**src/rtl/mse_pkg.sv**
```systemverilog
package mse_pkg;
    localparam int DATA_W = 8;
    localparam int LINES  = 4;

    localparam logic [3:0] OPC_CS_HIGH = 4'd0;
    localparam logic [3:0] OPC_CS_LOW  = 4'd1;
    localparam logic [3:0] OPC_PULSE   = 4'd2;
    localparam logic [3:0] OPC_OUT1    = 4'd8;
    localparam logic [3:0] OPC_OUT2    = 4'd9;
    localparam logic [3:0] OPC_OUT4    = 4'd10;

    localparam int BIT_WRITE = 13;

    typedef enum logic [1:0] {LANE1, LANE2, LANE4} lane_e;

    typedef enum logic [1:0] {S_IDLE, S_CSET, S_LOW, S_HIGH} state_e;
endpackage

```
**src/rtl/mse_decode.sv**
```systemverilog
module mse_decode
    import mse_pkg::*;
#(
    parameter int CNT_W = 4
) (
    input  logic [15:0]      cmd,
    input  logic             open,
    output logic             accept,
    output logic             is_cs,
    output logic             cs_level,
    output logic             is_out,
    output lane_e            lane,
    output logic [CNT_W-1:0] pulses
);
    logic [3:0] op;
    logic       is_pulse;

    always_comb begin
        op       = cmd[11:8];
        is_cs    = (op == OPC_CS_HIGH) || (op == OPC_CS_LOW);
        cs_level = (op == OPC_CS_HIGH);
        is_pulse = (op == OPC_PULSE);
        is_out   = cmd[BIT_WRITE] &&
                   ((op == OPC_OUT1) || (op == OPC_OUT2) || (op == OPC_OUT4));
        accept   = open && (is_cs || is_pulse || is_out);
        lane     = LANE1;
        pulses   = CNT_W'(1);
        if (is_out) begin
            if (op == OPC_OUT2) begin
                lane   = LANE2;
                pulses = CNT_W'(DATA_W / 2);
            end else if (op == OPC_OUT4) begin
                lane   = LANE4;
                pulses = CNT_W'(DATA_W / 4);
            end else begin
                lane   = LANE1;
                pulses = CNT_W'(DATA_W);
            end
        end
    end
endmodule

```
**src/rtl/mse_phase.sv**
```systemverilog
module mse_phase #(
    parameter int HALF_DIV = 2
) (
    input  logic clk,
    input  logic rst_n,
    input  logic clear,
    input  logic run,
    output logic tick
);
    localparam int PW = (HALF_DIV > 1) ? $clog2(HALF_DIV) : 1;
    localparam logic [PW-1:0] LAST = PW'(HALF_DIV - 1);

    logic [PW-1:0] cnt_q;

    assign tick = run && (cnt_q == LAST);

    always_ff @(posedge clk or negedge rst_n) begin
        if (!rst_n)
            cnt_q <= '0;
        else if (clear || tick)
            cnt_q <= '0;
        else if (run)
            cnt_q <= cnt_q + 1'b1;
    end

    p_cnt_in_range_r3: assert property (@(posedge clk) disable iff (!rst_n)
        cnt_q <= LAST);
endmodule

```
**src/rtl/mse_shift.sv**
```systemverilog
module mse_shift
    import mse_pkg::*;
(
    input  logic              clk,
    input  logic              rst_n,
    input  logic              load,
    input  lane_e             lane_in,
    input  logic [DATA_W-1:0] data_in,
    input  logic              advance,
    output logic [LINES-1:0]  lines
);
    lane_e             lane_q;
    logic [DATA_W-1:0] sr_q;

    always_ff @(posedge clk or negedge rst_n) begin
        if (!rst_n) begin
            lane_q <= LANE1;
            sr_q   <= '0;
        end else if (load) begin
            lane_q <= lane_in;
            sr_q   <= data_in;
        end else if (advance) begin
            unique case (lane_q)
                LANE1:   sr_q <= sr_q << 1;
                LANE2:   sr_q <= sr_q << 2;
                default: sr_q <= sr_q << 4;
            endcase
        end
    end

    always_comb begin
        unique case (lane_q)
            LANE1:   lines = {3'b000, sr_q[DATA_W-1]};
            LANE2:   lines = {2'b00, sr_q[DATA_W-1 -: 2]};
            default: lines = sr_q[DATA_W-1 -: 4];
        endcase
    end
endmodule

```
**src/rtl/mse_engine.sv**
```systemverilog
module mse_engine
    import mse_pkg::*;
#(
    parameter int HALF_DIV = 2
) (
    input  logic             clk,
    input  logic             rst_n,
    input  logic             man_en,
    input  logic             mux_manual,
    input  logic             cmd_valid,
    input  logic [15:0]      cmd,
    input  logic             auto_cs,
    input  logic             auto_sclk,
    input  logic [LINES-1:0] auto_data,
    input  logic             ser_di,
    output logic             spi_cs,
    output logic             spi_sclk,
    output logic [LINES-1:0] spi_data,
    output logic             rx_bit,
    output logic             busy,
    output logic             sync_idle
);
    localparam int CNT_W = $clog2(DATA_W + 1);

    state_e           state_q, state_d;
    logic             accept, is_cs, cs_level, is_out, tick, running;
    lane_e            lane;
    logic [CNT_W-1:0] pulses, left_q;
    logic             cs_q, rx_q;
    logic             m_sclk;
    logic [LINES-1:0] m_data;

    mse_decode #(.CNT_W(CNT_W)) u_dec (
        .cmd(cmd), .open(cmd_valid && man_en && mux_manual && !busy),
        .accept(accept), .is_cs(is_cs), .cs_level(cs_level),
        .is_out(is_out), .lane(lane), .pulses(pulses)
    );

    assign running = (state_q == S_LOW) || (state_q == S_HIGH);

    mse_phase #(.HALF_DIV(HALF_DIV)) u_phase (
        .clk(clk), .rst_n(rst_n), .clear(accept), .run(running), .tick(tick)
    );

    mse_shift u_shift (
        .clk(clk), .rst_n(rst_n),
        .load(accept && is_out), .lane_in(lane), .data_in(cmd[DATA_W-1:0]),
        .advance((state_q == S_HIGH) && tick && (left_q != CNT_W'(1))),
        .lines(m_data)
    );

    // State register
    always_ff @(posedge clk or negedge rst_n) begin
        if (!rst_n) state_q <= S_IDLE;
        else        state_q <= state_d;
    end

    // Next state
    always_comb begin
        state_d = state_q;
        unique case (state_q)
            S_IDLE: if (accept) state_d = is_cs ? S_CSET : S_LOW;
            S_CSET: state_d = S_IDLE;
            S_LOW:  if (tick) state_d = S_HIGH;
            S_HIGH: if (tick) state_d = (left_q == CNT_W'(1)) ? S_IDLE : S_LOW;
            default: state_d = S_IDLE;
        endcase
    end

    // Datapath registers
    always_ff @(posedge clk or negedge rst_n) begin
        if (!rst_n) begin
            cs_q   <= 1'b1;
            left_q <= '0;
            rx_q   <= 1'b0;
        end else begin
            if (accept && is_cs)
                cs_q <= cs_level;
            if (accept && !is_cs)
                left_q <= pulses;
            else if ((state_q == S_HIGH) && tick)
                left_q <= left_q - 1'b1;
            if ((state_q == S_LOW) && tick)
                rx_q <= ser_di;
        end
    end

    // Outputs
    always_comb begin
        busy      = (state_q != S_IDLE);
        sync_idle = (state_q == S_IDLE);
        m_sclk    = (state_q == S_HIGH);
        rx_bit    = rx_q;
        spi_cs    = mux_manual ? cs_q   : auto_cs;
        spi_sclk  = mux_manual ? m_sclk : auto_sclk;
        spi_data  = mux_manual ? m_data : auto_data;
    end

    p_accept_busy_r2: assert property (@(posedge clk) disable iff (!rst_n)
        accept |=> busy);
    p_cs_hold_r9: assert property (@(posedge clk) disable iff (!rst_n)
        !accept |=> $stable(cs_q));
    p_data_steady_high_r4: assert property (@(posedge clk) disable iff (!rst_n)
        (state_q == S_HIGH) && !tick |=> $stable(m_data));
    p_sclk_rise_busy_r3: assert property (@(posedge clk) disable iff (!rst_n)
        $rose(m_sclk) |-> busy);
    p_no_overflow_r6: assert property (@(posedge clk) disable iff (!rst_n)
        left_q <= CNT_W'(DATA_W));
    p_idle_flag_r10: assert property (@(posedge clk) disable iff (!rst_n)
        $onehot({busy, sync_idle}));
endmodule

```
**config.mk**
```make
export PLATFORM = sky130hd
export DESIGN_NAME = mse_engine
export DESIGN_NICKNAME = d
export VERILOG_FILES = /design/src/rtl/mse_pkg.sv /design/src/rtl/mse_decode.sv /design/src/rtl/mse_phase.sv /design/src/rtl/mse_shift.sv /design/src/rtl/mse_engine.sv
export SDC_FILE = /design/constraint.sdc
export NUM_CORES = 1
export LEC_CHECK = 0
export BUFFER_PORTS_ARGS = -buffer_cell sky130_fd_sc_hd__buf_4
export CAP_MARGIN = 20
export CORE_MARGIN = 2
export CORE_UTILIZATION = 51
export CTS_CLUSTER_SIZE = 24
export DETAILED_ROUTE_END_ITERATION = 10
export PLACE_DENSITY_LB_ADDON = 0.12
export SYNTH_ARGS = -nofsm -noshare
export SYNTH_HDL_FRONTEND = slang
export SYNTH_SLANG_ARGS = --single-unit
```
**constraint.sdc**
```tcl
create_clock -name clk -period 2.5 [get_ports clk]
set_input_delay 0.25 -clock clk [delete_from_list [all_inputs] [get_ports clk]]
set_output_delay 0.25 -clock clk [all_outputs]
set_load 0.02 [all_outputs]
```
==> results.txt, run 1 <==
----------------------------------------------------
[Final layout]
  Final Net Count ... 199
  Multi-input logic area ... 693 sq um
  Register Area ... around 480 sq um
  Most common cell after layout, fill and taps aside ... sky130_fd_sc_hd__buf_4
  Layout cell share with drive strength beyond 1 ... 0.274
  Top library cells by usage in the layout, fill and taps aside ... sky130_fd_sc_hd__buf_4 (33), sky130_fd_sc_hd__dfrtp_1 (18), sky130_fd_sc_hd__nor2_1 (17), sky130_fd_sc_hd__mux2i_1 (15), sky130_fd_sc_hd__nand2_1 (12)
  Antenna cells ... 0
  Layout Area Growth over Synthesis ... 19.6%
  Fillcell total ... 222

[Logic synthesis]
  XOR/XNOR Fraction of Synth Area ... 0.0344
  Post-Synth Adder-Cell Area ... 0.0197
  Mux contribution to synthesized area ... 0.153
  Area fraction in compound gates after synthesis ... 0.118
  Number of distinct library cells after synthesis ... 38
  Sequential element share of the synthesized area ... 0.375
  Total standard cell area after synthesis ... 1270 sq um
  Simple logic cell fraction of the synthesized area ... 0.219
  Synth warnings ... 0
  Largest family of logic cells by synthesized area ... simple AND/OR/NAND/NOR gates
  Avg Synthesized Cell Area ... a little over 9 sq um
  Synthesized instance count ... 139
  Post-synthesis register bit count ... 19
  Nets in the synthesized netlist ... 169

[Critical path]
  WP data arrival ... 1.69 ns
  Critical-path cell list ... mux2i_1, o21ai_0, mux2_2, buf_4
  Timing endpoint of the critical path ... spi_data[0]
  Reg2Reg Setup Slack ... roughly 0.69 ns
  Slowest stage cell, crit path ... sky130_fd_sc_hd__dfrtp_1
  Type of the setup path with the least slack ... flop to output pin
  Critical Path Sink Type ... output pin
  Critical R2R Capture ... u_shift.sr_q[0]$_DFFE_PN0P_
  RR Startpoint ... state_q[1]$_DFFE_PN0P_
  Maximum cell stage delay along the critical path ... about 0.65 ns
  Worst setup startpoint ... u_shift.lane_q[0]$_DFFE_PN0P_
  Worst R2R Path Depth ... 4
  Endpoint required time on the critical path ... ~2.3 ns
  Max FO, Critical Path ... 10
  Critical path startpoint category ... flop

[Routing]
  Count of unresolved DRC violations after routing ... 0
  Number of violations reported at the end of detailed-routing iteration 0 ... 16
  Via count ... 1,036
  Number of optimization iterations in the first detailed-route pass ... 4
  Overall routed net length ... 2420 microns
  Routed wirelength normalized by instance count ... 12.2 microns
  Remaining antenna violation count after routing ... 0
  Number of vias per cell ... 5.23

[Placed design]
  Detailed-placement wirelength estimate ... 1840 microns
  Number of port buffers ... 33
  Weighted congestion reported at the end of routability-driven placement ... 0.743

[Floorplanning]
  Height of the chip ... ~54 microns
  Starting Density ... 0.528
  Area of the die ... 2910 sq um
  Placeable core region ... 2410 sq um
  Number of top-level pins ... 37
  Chip width ... around 54 microns
  Total number of placement rows ... 18

[Power and ir drop]
  IR drop worst, VDD ... between 0.5 and 0.6 mV
  Ratio of total power to cell area ... about 910 nW/um^2
  Leakage power of the design ... 0.742 nW

[Worst hold path]
  Cell depth of the worst hold path ... 2
  Hold Crit Class ... input pin to flop

[Global routing]
  First-pass GRT wire length ... 3960 microns
  Combined global-route utilization of all metal layers ... 0.188
  Pin count of the biggest net entering global routing ... 20
  Sum of overflow across all layers after global routing ... 0
  Vias in the first global route ... 956
  Initial antenna violation count ... 0

[Flow run]
  # Max-Cap Violations ... 0

[STA]
  Post-route worst hold slack ... 0.136 ns
  Layout Skew ... between 0.003 and 0.004 ns
  Setup violators final ... 0
  Worst rel slew slack ... 0.582
  Min Clock Period, post-route ... 1.94 ns
  Final Hold Fails ... 0
  Fmax achieved ... 0.517 GHz
  Unrepaired setup endpoints after global routing ... no
  Setup TNS after final layout ... 0 ns
  Number of pins exceeding their max-slew limit in the final report ... 0
  Worst-Margin Slew ... 0.625 ns
  Post-route fraction of the period consumed by the critical path ... 0.774

[Clocking]
  Clock transition at the register clock pins on the worst setup and hold paths after CTS ... 0.10 ns
  Cts bufs inserted ... 3
  Clock buffer depth ... 2
  Post-CTS setup-driven buffer insertion count ... 0
  Sinks on the clock net ... 19
  H-tree lvl count ... 1
  Clock Root Buffer ... sky130_fd_sc_hd__clkbuf_4
  Clock latency at the later pin of the worst-skew pair ... 0.28 ns
  CTS tree ... done

[Status]
  Outcome ... completed

----------------------------------------------------
## power by group
| group | leakage, nW | internal, W | switching (W) | total, W |
|---|---|---|---|---|
| clock network | 0.0150 | 0.0000619 | 0.0000876 | 0.000149 |
| registers | 0.224 | 0.000440 | 0.000194 | 0.000634 |
| logic | 0.503 | 0.000324 | 0.000271 | 0.000595 |
| total | 0.742 | 0.000826 | 0.000553 | 0.00138 |
## layer usage
| metal | vias to the layer above | share of wire | GRT usage |
|---|---|---|---|
| li1 | 540 | - | - |
| met1 | 481 | 0.45 | 0.233 |
| met2 | 13 | 0.51 | 0.333 |
| met3 | 2 | 0.026 | 0.0250 |
| met4 | 0 | 0.0083 | 0.0641 |
| met5 | - | 0 | 0 |
## stage by stage
step | cell area, sq um | cells | total power (W) | util | setup slack, ns
6_report | 1520 | 198 | 0.00138 | 0.631 | 0.564
4_1_cts | 1520 | 198 | 0.00139 | 0.631 | 0.545
5_1_grt | 1520 | 198 | 0.00149 | 0.631 | 0.479
2_1_floorplan | 1270 | 139 | 0.00109 | - | 0.782
3_3_place_gp | 1490 | 193 | 0.00121 | 0.616 | 0.706
3_5_place_dp | 1490 | 193 | 0.00124 | 0.616 | 0.693
## worst min path at each step
| stage | startpoint | endpoint | slack [ns] |
|---|---|---|---|
| finish | cmd[8] | cs_q$_DFFE_PN1P_ | 0.14 |
| CTS | cmd[8] | cs_q$_DFFE_PN1P_ | 0.13 |
| global placement | rst_n | left_q[1]$_DFFE_PN0P_ | 0.14 |
| global route | cmd[8] | cs_q$_DFFE_PN1P_ | 0.15 |
| detailed placement | rst_n | left_q[0]$_DFFE_PN0P_ | 0.14 |
| floorplan | rst_n | left_q[0]$_DFFE_PN0P_ | -0.05 |
## worst max-delay path, delay by kind of cell (launching register included)
family          cells  cell delay, ns
buf+inv             1            0.15
compound gates      1            0.08
flops               1            0.65
mux                 2            0.51
## repair_timing
action | CTS | global route
endpoints found under the hold margin | 18 | 0
gates resized for setup | 0 | 0
hold buffers | 1 | 0
## flip-flops by register name, summed over array words and instances (netlist names)
signal          flops
u_phase.cnt_q       1
u_shift.sr_q        8
u_shift.lane_q      2
left_q              4
cs_q                1
rx_bit              1
state_q             2
## Yosys cell counts
library cell	count	area share
sky130_fd_sc_hd__a21boi_0	1	0.0059
sky130_fd_sc_hd__a21oi_1	9	0.035
sky130_fd_sc_hd__a31oi_1	2	0.0098
sky130_fd_sc_hd__and3b_1	1	0.0069
sky130_fd_sc_hd__and4b_1	1	0.0079
sky130_fd_sc_hd__and4bb_2	1	0.0098
sky130_fd_sc_hd__buf_2	1	0.0039
sky130_fd_sc_hd__buf_4	2	0.012
sky130_fd_sc_hd__buf_6	4	0.035
sky130_fd_sc_hd__clkbuf_1	2	0.0059
sky130_fd_sc_hd__dfrtp_1	18	0.35
sky130_fd_sc_hd__dfstp_2	1	0.021
sky130_fd_sc_hd__ha_1	2	0.020
sky130_fd_sc_hd__inv_1	8	0.024
sky130_fd_sc_hd__mux2_1	1	0.0088
sky130_fd_sc_hd__mux2_2	3	0.027
sky130_fd_sc_hd__mux2i_1	15	0.12
sky130_fd_sc_hd__nand2_1	12	0.035
sky130_fd_sc_hd__nand2b_1	1	0.0049
sky130_fd_sc_hd__nand2b_4	1	0.011
sky130_fd_sc_hd__nand3_1	6	0.024
sky130_fd_sc_hd__nand3_4	1	0.014
sky130_fd_sc_hd__nand3b_1	2	0.012
sky130_fd_sc_hd__nand4_1	1	0.0049
sky130_fd_sc_hd__nor2_1	17	0.050
sky130_fd_sc_hd__nor3_1	3	0.012
sky130_fd_sc_hd__nor4_1	1	0.0049
sky130_fd_sc_hd__o21a_1	1	0.0059
sky130_fd_sc_hd__o21a_2	1	0.0069
sky130_fd_sc_hd__o21ai_0	8	0.031
sky130_fd_sc_hd__o21ai_1	2	0.0079
sky130_fd_sc_hd__o21ba_2	1	0.0079
sky130_fd_sc_hd__o22a_1	1	0.0069
sky130_fd_sc_hd__or3b_4	1	0.0088
sky130_fd_sc_hd__or4_1	1	0.0059
sky130_fd_sc_hd__or4b_1	1	0.0079
sky130_fd_sc_hd__xnor2_1	2	0.014
sky130_fd_sc_hd__xor2_1	3	0.021
## final cells by class
type,instances,area share
Inverter,8,0.0197
Sequential cell,19,0.313
Clock buffer,4,0.0173
Multi-Input combinational cell,103,0.456
Tap cell,30,0.0247
Timing Repair Buffer,34,0.169
## cells by family (layout without fill, tap and decap cells)
group,count (synthesis),in the layout
flip-flops,19,19
AO/OA/AOI/OAI,26,26
AND/OR/NAND/NOR,51,51
buffers and inverters,17,46
XOR/XNOR,5,5
adder cells (fa/ha/maj),2,2
multiplexers,19,19
(Power assumes the default switching activity.)
==> inputs of run 2 (changes only) <==
--- a/config.mk
+++ b/config.mk
@@ -8,7 +8,7 @@
 export BUFFER_PORTS_ARGS = -buffer_cell sky130_fd_sc_hd__buf_4
 export CAP_MARGIN = 20
 export CORE_MARGIN = 2
-export CORE_UTILIZATION = 51
+export CORE_UTILIZATION = 46
 export CTS_CLUSTER_SIZE = 24
 export DETAILED_ROUTE_END_ITERATION = 10
 export PLACE_DENSITY_LB_ADDON = 0.12
==> constraint.sdc (replaced) <==
create_clock -name clk -period 1.6 [get_ports clk]
set_input_delay 0.16 -clock clk [delete_from_list [all_inputs] [get_ports clk]]
set_output_delay 0.16 -clock clk [all_outputs]
set_load 0.02 [all_outputs]
==> run 2 against run 1 <==
  * The run now ends with negative setup slack left
  * Clock power is 68% higher
  * Global-route usage is 0.38 points higher
  * Utilization increased by 3.3 points
  * Via count increased by 14%
  * Non-clock buffer count rose by 27
  * Critical endpoint is now u_shift.sr_q[5]$_DFFE_PN0P_
  * Largest cell class unchanged
  * Highest routed layer unchanged
==> results.txt, run 2 (same netlist as run 1, synthesis figures left out) <==
----------------------------------------------------
[Final layout]
  Largest register by flop count ... u_shift.sr_q
  Final Net Count ... 226
  Antenna cells ... 0
  Biggest regs ... u_shift.sr_q x8, left_q x4
  Most common cell after layout, fill and taps aside ... sky130_fd_sc_hd__buf_4
  Largest register FFs ... 8
  Layout Area Growth over Synthesis ... 40.2%
  Register Area ... approximately 480 sq um
  Top library cells by usage in the layout, fill and taps aside ... sky130_fd_sc_hd__buf_4 (55), sky130_fd_sc_hd__nor2_1 (17), sky130_fd_sc_hd__dfrtp_1 (17), sky130_fd_sc_hd__mux2i_1 (14), sky130_fd_sc_hd__nand2_1 (12)
  Fillcell total ... 239
  Core occupancy in the finished layout ... 0.664
  Layout cell share with drive strength beyond 1 ... 0.405
  Multi-input logic area ... ~720 sq um

[STA]
  Worst-Margin Slew ... 0.309 ns
  Slack of the critical path ... -0.0375 ns
  Final Hold Fails ... 0
  Post-route fraction of the period consumed by the critical path ... 1.02
  Fmax achieved ... 0.611 GHz
  Post-route worst hold slack ... 0.0296 ns
  Worst rel slew slack ... 0.794
  Number of pins exceeding their max-slew limit in the final report ... 0
  Layout Skew ... around 0.005 ns
  Min Clock Period, post-route ... 1.64 ns
  Unrepaired setup endpoints after global routing ... yes
  Setup violators final ... 7

[Global routing]
  First-pass GRT wire length ... 4860 microns
  Initial antenna violation count ... 0
  Sum of overflow across all layers after global routing ... 0
  Vias in the first global route ... 1,182
  Combined global-route utilization of all metal layers ... 0.192
  Pin count of the biggest net entering global routing ... 20

[Power and ir drop]
  IR drop worst, VDD ... 0.989 mV
  Ratio of total power to cell area ... 1440 nW/um^2
  Leakage power of the design ... 0.886 nW

[Clocking]
  H-tree lvl count ... 1
  Clock buffer depth ... 2
  Sinks on the clock net ... 19
  Cts bufs inserted ... 3
  Clock transition at the register clock pins on the worst setup and hold paths after CTS ... 0.11 ns
  CTS tree ... done
  Clock latency at the later pin of the worst-skew pair ... around 0.30 ns
  Clock Root Buffer ... sky130_fd_sc_hd__clkbuf_4

[Critical path]
  Worst path top cell family by delay ... simple AND/OR/NAND/NOR gates
  Critical path startpoint category ... flop
  Reg2Reg Setup Slack ... -0.04 ns
  Type of the setup path with the least slack ... flop to flop
  Count of buffer and inverter cells on the critical path ... 2
  Number of gates on the worst path with buffers counted ... 7
  Maximum cell stage delay along the critical path ... 0.42 ns
  Worst R2R Path Depth ... 7
  Slowest stage cell, crit path ... sky130_fd_sc_hd__dfrtp_1
  Critical-path cell list ... inv_2, ha_4, or3b_4, nand2b_4, buf_12, mux2i_2, a21oi_1
  Endpoint required time on the critical path ... 1.79 ns
  Max FO, Critical Path ... 8
  Critical Path Sink Type ... flop
  WP data arrival ... 1.83 ns

[Placed design]
  Detailed-placement wirelength estimate ... roughly 2100 microns
  Number of port buffers ... 33
  Weighted congestion reported at the end of routability-driven placement ... 0.836

[Floorplanning]
  Placeable core region ... 2690 sq um
  Starting Density ... 0.474
  Area of the die ... between 3000 and 4000 sq um
  Chip width ... ~57 microns
  Number of top-level pins ... 37
  Total number of placement rows ... 19
  Height of the chip ... about 57 microns

[Routing]
  Routed wirelength normalized by instance count ... 12.7 microns
  Count of unresolved DRC violations after routing ... 0
  Number of violations reported at the end of detailed-routing iteration 0 ... 24
  Number of optimization iterations in the first detailed-route pass ... 4
  Via count ... 1,176
  Overall routed net length ... 2870 microns
  Number of vias per cell ... 5.20
  Remaining antenna violation count after routing ... 0

[Flow run]
  # Max-Cap Violations ... 0

[Status]
  Outcome ... complete, but fails checks
  Failing checks ... negative setup slack

[Worst hold path]
  Hold Crit Class ... input pin to flop
  Cell depth of the worst hold path ... 2

----------------------------------------------------
## run 2: worst register-to-register path: stages, from the launching register on
cell and delay (ns):
sky130_fd_sc_hd__dfrtp_1 0.42, sky130_fd_sc_hd__inv_2 0.09, sky130_fd_sc_hd__ha_4 0.12, sky130_fd_sc_hd__or3b_4 0.39
sky130_fd_sc_hd__nand2b_4 0.09, sky130_fd_sc_hd__buf_12 0.13, sky130_fd_sc_hd__mux2i_2 0.20, sky130_fd_sc_hd__a21oi_1 0.08
## run 2: layer usage
layer | vias up | share of wire | track usage
li1 | 589 | - | -
met2 | 18 | 0.53 | 0.352
met1 | 563 | 0.42 | 0.216
met4 | 0 | 0.018 | 0.0850
met3 | 6 | 0.033 | 0.0276
met5 | - | 0 | 0
## run 2: path summary, 6_finish.rpt
path / start / to
max: left_q[1]$_DFFE_PN0P_ / u_shift.sr_q[5]$_DFFE_PN0P_
min: cmd[8] / cs_q$_DFFE_PN1P_
max reg2reg: left_q[1]$_DFFE_PN0P_ / u_shift.sr_q[5]$_DFFE_PN0P_
min reg2reg: cs_q$_DFFE_PN1P_ / cs_q$_DFFE_PN1P_
max in group asynchronous: rst_n / cs_q$_DFFE_PN1P_
min in group asynchronous: rst_n / left_q[1]$_DFFE_PN0P_
## run 2: area by class of cell
type | instances | share of cell area
repair buffers | 61 | 0.273
clock buffers | 4 | 0.0147
well taps | 31 | 0.0217
inverters | 8 | 0.0168
flip-flops and latches | 19 | 0.268
multi-input cells | 103 | 0.405
## run 2: power breakdown
| part | total [W] | leakage (nW) | internal (W) | switching, W |
|---|---|---|---|---|
| combinational | 0.00142 | 0.648 | 0.000794 | 0.000628 |
| clock | 0.000250 | 0.0150 | 0.0000974 | 0.000152 |
| sequential | 0.000906 | 0.222 | 0.000691 | 0.000216 |
| total | 0.00258 | 0.886 | 0.00158 | 0.000996 |
## run 2: what timing repair did
| action | 4_1_cts | 5_1_grt |
|---|---|---|
| resized for setup | 4 | 7 |
| hold endpoints to repair | 19 | 0 |
| pin swaps | 5 | 8 |
| hold buffers | 1 | 0 |
| buffers inserted | 2 | 10 |
| cloned | 0 | 0 |
| endpoints found under the setup margin | 8 | 12 |
## run 2: per-stage QoR
stage | power (W) | area [sq um] | cells | setup WS [ns] | TNS [ns]
after floorplan | 0.00171 | 1280 | 139 | -0.0913 | -0.118
after global placement | 0.00208 | 1620 | 209 | 0.0161 | 0
after detailed placement | 0.00213 | 1620 | 209 | -0.0266 | -0.0917
after CTS | 0.00244 | 1680 | 216 | -0.000450 | -0.000733
after global routing | 0.00278 | 1780 | 226 | -0.116 | -0.792
final | 0.00258 | 1780 | 226 | -0.0375 | -0.114
==> inputs of run 3 (changes only) <==
--- a/config.mk
+++ b/config.mk
@@ -5,10 +5,11 @@
 export SDC_FILE = /design/constraint.sdc
 export NUM_CORES = 1
 export LEC_CHECK = 0
+export ABC_CLOCK_PERIOD_IN_PS = 1700
 export BUFFER_PORTS_ARGS = -buffer_cell sky130_fd_sc_hd__buf_4
 export CAP_MARGIN = 20
 export CORE_MARGIN = 2
-export CORE_UTILIZATION = 46
+export CORE_UTILIZATION = 51
 export CTS_CLUSTER_SIZE = 24
 export DETAILED_ROUTE_END_ITERATION = 10
 export PLACE_DENSITY_LB_ADDON = 0.12
==> constraint.sdc (replaced) <==
create_clock -name clk -period 1.7 [get_ports clk]
set_input_delay 0.17 -clock clk [delete_from_list [all_inputs] [get_ports clk]]
set_output_delay 0.17 -clock clk [all_outputs]
set_load 0.02 [all_outputs]
==> run 3 against run 2 <==
  * The run now ends clean
  * Die area is 9.1% lower
  * Flip-flop and latch count stayed put
  * Combinational power is 15% lower
  * First-iteration DRC count is 42% lower
  * Utilization is 2.9 points higher
  * Count of clock-buffer cells in the layout stayed put
  * Clock power is 9.2% lower
  * Non-clock buffer count is 11 lower
  * Global-route usage is 2.5 points higher
  * Setup slack better by 0.096 ns
  * Clock skew is 0.0029 ns lower
==> results.txt, run 3 (same netlist as run 1, synthesis figures left out) <==
----------------------------------------------------
[STA]
  Number of pins exceeding their max-slew limit in the final report ... 0
  Min Clock Period, post-route ... 1.64 ns
  Final Hold Fails ... 0
  Worst rel slew slack ... 0.763
  Post-route fraction of the period consumed by the critical path ... 0.966
  Fmax achieved ... 0.609 GHz
  Setup violators final ... 0
  Layout Skew ... 0.00203 ns
  Worst-Margin Slew ... 0.352 ns

[Final layout]
  Biggest regs ... u_shift.sr_q x8, left_q x4
  Layout cell share with drive strength beyond 1 ... 0.348
  Final Net Count ... approximately 220
  Layout Area Growth over Synthesis ... 31.3%
  Most common cell after layout, fill and taps aside ... sky130_fd_sc_hd__buf_4
  Antenna cells ... 0
  Largest register by flop count ... u_shift.sr_q
  Largest register FFs ... 8
  Core occupancy in the finished layout ... 0.693
  Final standard cell count with taps included and fillers excluded ... 214
  Top library cells by usage in the layout, fill and taps aside ... sky130_fd_sc_hd__buf_4 (47), sky130_fd_sc_hd__dfrtp_1 (18), sky130_fd_sc_hd__nor2_1 (17), sky130_fd_sc_hd__mux2i_1 (15), sky130_fd_sc_hd__nand2_1 (12)

[Routing]
  Number of violations reported at the end of detailed-routing iteration 0 ... 14
  Overall routed net length ... roughly 2700 microns
  Remaining antenna violation count after routing ... 0
  Via count ... 1,142
  Routed wirelength normalized by instance count ... about 13 microns
  Number of optimization iterations in the first detailed-route pass ... 4
  Number of vias per cell ... between 5 and 6
  Count of unresolved DRC violations after routing ... 0

[Global routing]
  Combined global-route utilization of all metal layers ... 0.217
  Sum of overflow across all layers after global routing ... 0
  Pin count of the biggest net entering global routing ... 20
  First-pass GRT wire length ... about 4500 microns
  Initial antenna violation count ... 0
  Vias in the first global route ... roughly 1,100

[Power and ir drop]
  Clock Power Share ... 0.099
  Cell internal power dissipation ... 0.00139 W
  Net Switching ... slightly below 0.0009 W
  Reg power frac ... 0.369
  IR drop worst, VDD ... 1.02 mV
  Net switching share of the total power ... 0.390
  Ratio of total power to cell area ... 1370 nW/um^2
  Logic gate share of total power ... 0.532
  Leakage power of the design ... 0.827 nW
  Pwr Total ... 0.00228 W

[Clocking]
  Clock transition at the register clock pins on the worst setup and hold paths after CTS ... 0.11 ns
  Clock buffer depth ... 2
  Clock latency at the later pin of the worst-skew pair ... 0.29 ns
  Sinks on the clock net ... 19
  Cts bufs inserted ... 3
  H-tree lvl count ... 1
  Clock Root Buffer ... sky130_fd_sc_hd__clkbuf_4
  CTS tree ... done

[Placed design]
  Number of port buffers ... 33
  Weighted congestion reported at the end of routability-driven placement ... 0.772
  Detailed-placement wirelength estimate ... 2060 microns
  Number of placed instances with taps included ... 203

[Floorplanning]
  Starting Density ... 0.528
  Chip width ... 54.0 microns
  Placeable core region ... 2410 sq um
  Total number of placement rows ... 18
  Area of the die ... 2910 sq um
  Number of top-level pins ... 37
  Height of the chip ... 54.0 microns

[Flow run]
  # Max-Cap Violations ... 0

[Critical path]
  Type of the setup path with the least slack ... flop to flop
  Endpoint required time on the critical path ... 1.92 ns
  Max FO, Critical Path ... 3
  Critical Path Sink Type ... flop
  WP data arrival ... 1.86 ns
  Critical path startpoint category ... flop

[Worst hold path]
  Hold Crit Class ... input pin to flop

[Status]
  Outcome ... completed

----------------------------------------------------
==> run 3: cell types whose count changed in the layout (fill, tap and decap cells not counted) <==
cell,previous run,this run
sky130_fd_sc_hd__buf_4,55,47
sky130_fd_sc_hd__buf_6,4,1
sky130_fd_sc_hd__mux2_4,2,0
sky130_fd_sc_hd__dfrtp_1,17,18
sky130_fd_sc_hd__dfrtp_2,1,0
sky130_fd_sc_hd__mux2_1,0,1
sky130_fd_sc_hd__mux2_2,2,3
sky130_fd_sc_hd__mux2i_1,14,15
sky130_fd_sc_hd__mux2i_2,1,0
sky130_fd_sc_hd__nor4_1,0,1
sky130_fd_sc_hd__nor4_2,1,0
==> run 3: routing by layer <==
metal / global-route usage / vias to the layer above / wire [microns]
met5: 0 / - / 0
met4: 0.0940 / 0 / 26
met3: 0.0250 / 2 / 59
met2: 0.398 / 16 / 1470
met1: 0.251 / 555 / 1170
li1: - / 569 / -
==> run 3: cell type report <==
type	instances	area [sq um]
multi-input cells	103	706
repair buffers	50	394
flip-flops and latches	19	477
clock buffers	4	26.3
fillers	201	739
well taps	30	37.5
inverters	8	30.0
==> run 3: metrics by stage <==
| step | instance area [sq um] | TNS [ns] | hold WS, ns | setup WS [ns] |
|---|---|---|---|---|
| after floorplan | 1270 | 0 | -0.126 | 0.00874 |
| after global placement | 1580 | 0 | 0.0546 | 0.0887 |
| after detailed placement | 1580 | -0.00561 | 0.0569 | -0.00518 |
| after CTS | 1620 | 0 | 0.0480 | 0.0134 |
| after global routing | 1670 | -0.0205 | 0.0506 | -0.0150 |
| final | 1670 | 0 | 0.0546 | 0.0582 |
==> run 3: critical path, cell delays in order (launching register included) <==
cell and delay, ns:
sky130_fd_sc_hd__dfrtp_1 0.43, sky130_fd_sc_hd__ha_4 0.17, sky130_fd_sc_hd__or3b_4 0.25, sky130_fd_sc_hd__nand2b_4 0.07, sky130_fd_sc_hd__or4b_1 0.49, sky130_fd_sc_hd__a31oi_1 0.16
==> run 3: final timing paths <==
kind / slack (ns) / start / depth (start not counted) / end
max: 0.06 / left_q[0]$_DFFE_PN0P_ / 5 / u_shift.sr_q[1]$_DFFE_PN0P_
min: 0.05 / cmd[8] / 2 / cs_q$_DFFE_PN1P_
max reg2reg: 0.06 / left_q[0]$_DFFE_PN0P_ / 5 / u_shift.sr_q[1]$_DFFE_PN0P_
min reg2reg: 0.48 / cs_q$_DFFE_PN1P_ / 2 / cs_q$_DFFE_PN1P_
max in group asynchronous: 1.16 / rst_n / 2 / cs_q$_DFFE_PN1P_
min in group asynchronous: 0.28 / rst_n / 2 / left_q[0]$_DFFE_PN0P_
==> run 3: timing repair <==
action,4_1_cts,5_1_grt
setup endpoints to repair,5,8
pin swaps,0,4
hold buffers,1,0
endpoints found under the hold margin,19,0
gates cloned,0,0
setup buffers,1,5
resized for setup,0,4
==> run 3: power by group through the flow <==
stage,logic (W),registers [W],clock network [W]
after floorplan,0.000817,0.000789,0
after global placement,0.00105,0.000836,0
after detailed placement,0.00109,0.000848,0
after CTS,0.00112,0.000834,0.000236
after global routing,0.00134,0.000870,0.000256
final,0.00121,0.000841,0.000227
